File: config.mk
export PLATFORM = sky130hd
export DESIGN_NAME = mem_decode64k
export DESIGN_NICKNAME = d
export VERILOG_FILES = /design/src/rtl/mem_decode64k.sv
export SDC_FILE = /design/constraint.sdc
export NUM_CORES = 1
export LEC_CHECK = 0
export ABC_AREA = 1
export BUFFER_PORTS_ARGS = -buffer_cell sky130_fd_sc_hd__buf_2
export CAP_MARGIN = 15
export CELL_PAD_IN_SITES_DETAIL_PLACEMENT = 1
export CELL_PAD_IN_SITES_GLOBAL_PLACEMENT = 1
export CORE_MARGIN = 2
export CORE_UTILIZATION = 14
export DETAILED_ROUTE_END_ITERATION = 8
export PLACE_DENSITY = 0.73
export SLEW_MARGIN = 5
export SYNTH_ARGS = -nofsm -noshare
export SYNTH_HDL_FRONTEND = slang
export SYNTH_SLANG_ARGS = --single-unit
File: constraint.sdc
create_clock -name clk -period 0.8 [get_ports clk]
set_input_delay 0.2 -clock clk [delete_from_list [all_inputs] [get_ports clk]]
set_output_delay 0.2 -clock clk [all_outputs]
set_load 0.02 [all_outputs]
File: src/rtl/mem_decode64k.sv
module mem_decode64k #(
  parameter int AW = 16
) (
  input  logic          clk,
  input  logic          rst_n,
  input  logic [AW-1:0] addr,
  input  logic          mem_req,
  input  logic          rd,
  input  logic          wr,
  input  logic          rom_off_pad,
  input  logic          vid_busy,
  output logic          rom_sel,
  output logic          vram_sel,
  output logic          gram_sel,
  output logic [AW-3:0] vram_ofs,
  output logic [AW-2:0] gram_ofs,
  output logic          cpu_clk_en
);

  logic pad_s1, pad_s2, rom_off_q;

  always_ff @(posedge clk or negedge rst_n) begin
    if (!rst_n) begin
      pad_s1    <= 1'b0;
      pad_s2    <= 1'b0;
      rom_off_q <= 1'b0;
    end else begin
      pad_s1 <= rom_off_pad;
      pad_s2 <= pad_s1;
      if (!mem_req) rom_off_q <= pad_s2;
    end
  end

  wire in_rom  = addr[AW-1:AW-2] == 2'b00;
  wire in_vram = addr[AW-1:AW-2] == 2'b01;
  wire in_gram = addr[AW-1];
  wire xfer    = mem_req && (rd || wr);

  assign rom_sel    = mem_req && rd && in_rom && !rom_off_q;
  assign vram_sel   = xfer && in_vram;
  assign gram_sel   = xfer && in_gram;
  assign vram_ofs   = addr[AW-3:0];
  assign gram_ofs   = addr[AW-2:0];
  assign cpu_clk_en = !(vram_sel && vid_busy);

  assert_onehot_sel_R10: assert property (@(posedge clk) disable iff (!rst_n)
    $onehot0({rom_sel, vram_sel, gram_sel}));

  assert_idle_quiet_R5: assert property (@(posedge clk) disable iff (!rst_n)
    !mem_req |-> !rom_sel && !vram_sel && !gram_sel && cpu_clk_en);

  assert_romwr_nosel_R6: assert property (@(posedge clk) disable iff (!rst_n)
    (mem_req && wr && !rd && addr[AW-1:AW-2] == 2'b00) |-> !(rom_sel || vram_sel || gram_sel));

  assert_stall_cause_R7: assert property (@(posedge clk) disable iff (!rst_n)
    !cpu_clk_en |-> vid_busy && vram_sel);

  assert_release_R8: assert property (@(posedge clk) disable iff (!rst_n)
    !vid_busy |-> cpu_clk_en);

  assert_freeze_R9: assert property (@(posedge clk) disable iff (!rst_n)
    !$stable(rom_off_q) |-> !$past(mem_req));

endmodule

==> out/metrics.yaml <==
cells_and_area:
  diodes: 0
  postLayoutCellArea_um2: 419
  drive_gt1_frac: 0.737
  layout_common_cells: "buf_2, buf_6, clkbuf_4, buf_8, dfrtp_1"
  seq_area_um2: 75.1
  fill_cells: 285
  multiInputGateArea_um2: 109
  area_growth_syn_to_layout_pct: 15.9
  fin_nets: 62
die:
  die_area_um2: 3010
  core_area_um2: 2450
  dieWidth_um: 54.8
  start_util: 0.147
  die_h_um: 54.8
  row_count: 18
  pin_count: 56
cts:
  clk_pin_slew_worst_paths_ps: 30
  ctsRootBufferMaster: "clkbuf_4"
  cts.path.max_buffers: 2
  cts_htree_levels: 1
  insertion_delay_ps: 230
  cts_buffers: 3
  cts_tree: "done"
  clock-sinks: 3
routing:
  wl_per_cell_um: 9.68
  wl_met2_um: 361
  num_vias: 205
  wl_met1_um: 203
  firstDrtPassIters: 2
  via_per_inst: 3.01
  drcViolationCount: 0
  ant_nets: 0
  wirelength_um: 658
  drt-initial-drc-count: 1
  wl_met3_um: 70
  dr.max_layer_used: "met4"
yosys:
  synth_area_leaders: "buf_4, dfrtp_1, nand2_1, inv_1, a21oi_1"
  synth_cells: 48
  yosysWarnings: 0
  synth_nets: 71
  ys_ff_latch: 3
  synthesis.area_um2: 362
  yosysUniqueCellTypes: 9
  synth_area_leader_cell: "buf_4"
  syn_area_per_cell_um2: 7.53
  synth.top_cell.area_share: 0.602
  synth_seq_area_share: 0.208
sta:
  finalSetupViolCount: 4
  finalCriticalPeriod_ps: 1240
  slew_viol_final: 0
  worstMarginPinSlew_ps: 158
  final.period_utilization: 1.55
  rsz0062_at_grt: "yes"
  hold_viol: 0
  layout_setup_ws_ps: -439
  max_freq_mhz: 807
  slew_headroom: 0.893
  finClkSkew_ps: 0.673
power_and_ir_drop:
  ir_drop_mv: 0.718
  p_leak_nw: 0.185
  power_density_nw_per_um2: 1390
  finalPower_mw: 0.582
status:
  violations: "setup timing"
  outcome: "complete, but fails checks"
grt:
  grt_max_degree: 5
  grtUsageTotal: 0.0531
  first_global_vias: 251
  grt_pass1_wl_mm: 1.01
  grt_antenna_before_repair: 0
  grt-ovfl-total: 0
critical_path:
  worstSetupPathType: "reg2out"
  startpoint_type: "flip-flop"
  critPathCaptureType: "output pin"
  rrSetupSlack_ps: 170
  cp.arrival_ps: 1040
  cp.required_ps: 600
  path_max_fanout: 2
placement:
  io_buffers: 13
  globalplace.congestion: 0.607
  hpwl_um: 530
  dpl_cell_area_um2: 256
job:
  drv_cap: 0
hold_path:
  worstHoldPathType: "in2reg"
## sequential cells by signal, summed over array words and instances, names as in the netlist
signal	flops
pad_s1	1
pad_s2	1
rom_off_q	1
## layout make-up
class,instances,share of cell area
repair buffers,15,0.370
multi-input cells,13,0.260
clock buffers,4,0.0627
flip-flops and latches,3,0.179
inverters,3,0.0388
well taps,30,0.0896
## per-layer routing
| metal | track usage | vias up |
|---|---|---|
| met5 | 0 | - |
| met4 | 0.0708 | 0 |
| met3 | 0.0164 | 4 |
| met2 | 0.0893 | 12 |
| met1 | 0.0426 | 93 |
| li1 | - | 96 |
## worst max-delay path: stages (launching register included)
cell and delay, ps:
dfrtp_1 360, or2_1 230, nor2_2 80, buf_4 140
## cell usage after synthesis
master	instances
buf_4	29
nand2_1	5
dfrtp_1	3
inv_1	3
a21oi_1	2
nand3_1	2
nor2_1	2
o21ai_0	1
or2_0	1
## what timing repair did
action	CTS	global route
gates resized for setup	30	5
endpoints found under the hold margin	3	0
buffers inserted	1	0
setup endpoints to repair	4	4
hold buffers	1	0
pin swaps	7	5
## where the power goes
part / total, mW / leakage (nW) / internal (mW) / switching [mW]
Sequential: 0.166 / 0.0355 / 0.162 / 0.00330
Clock: 0.263 / 0.0150 / 0.187 / 0.0758
Combinational: 0.154 / 0.134 / 0.0834 / 0.0709
Total: 0.582 / 0.185 / 0.432 / 0.150
## cells by family after synthesis
family	Yosys count	share of synthesized area
and+or+nand+nor	10	0.118
buffers and inverters	32	0.633
AOI/OAI and AO/OA	3	0.0415
DFF	3	0.208
## through the flow
stage                     TNS (ps)  instances  worst slack, ps  hold WS, ps  utilization
final                         -513         68             -439         78.7        0.171
after global routing          -659         68             -492         66.9        0.171
after CTS                     -572         68             -461         68.6        0.162
after detailed placement      -730         62             -223        0.895        0.104
after global placement        -655         62             -217        -2.30        0.104
after floorplan               -172         48             -172        -95.6            -
## path summary, 6_finish.rpt
check	startpoint	to	cells past startpoint
worst max-delay path	rom_off_q	rom_sel	3
worst min register to register	pad_s1	pad_s2	0
worst max register to register	rom_off_q	rom_off_q	2
worst min-delay path	rom_off_pad	pad_s1	1
min in group asynchronous	rst_n	pad_s2	2
max in group asynchronous	rst_n	rom_off_q	2
(Power assumes the default switching activity.)
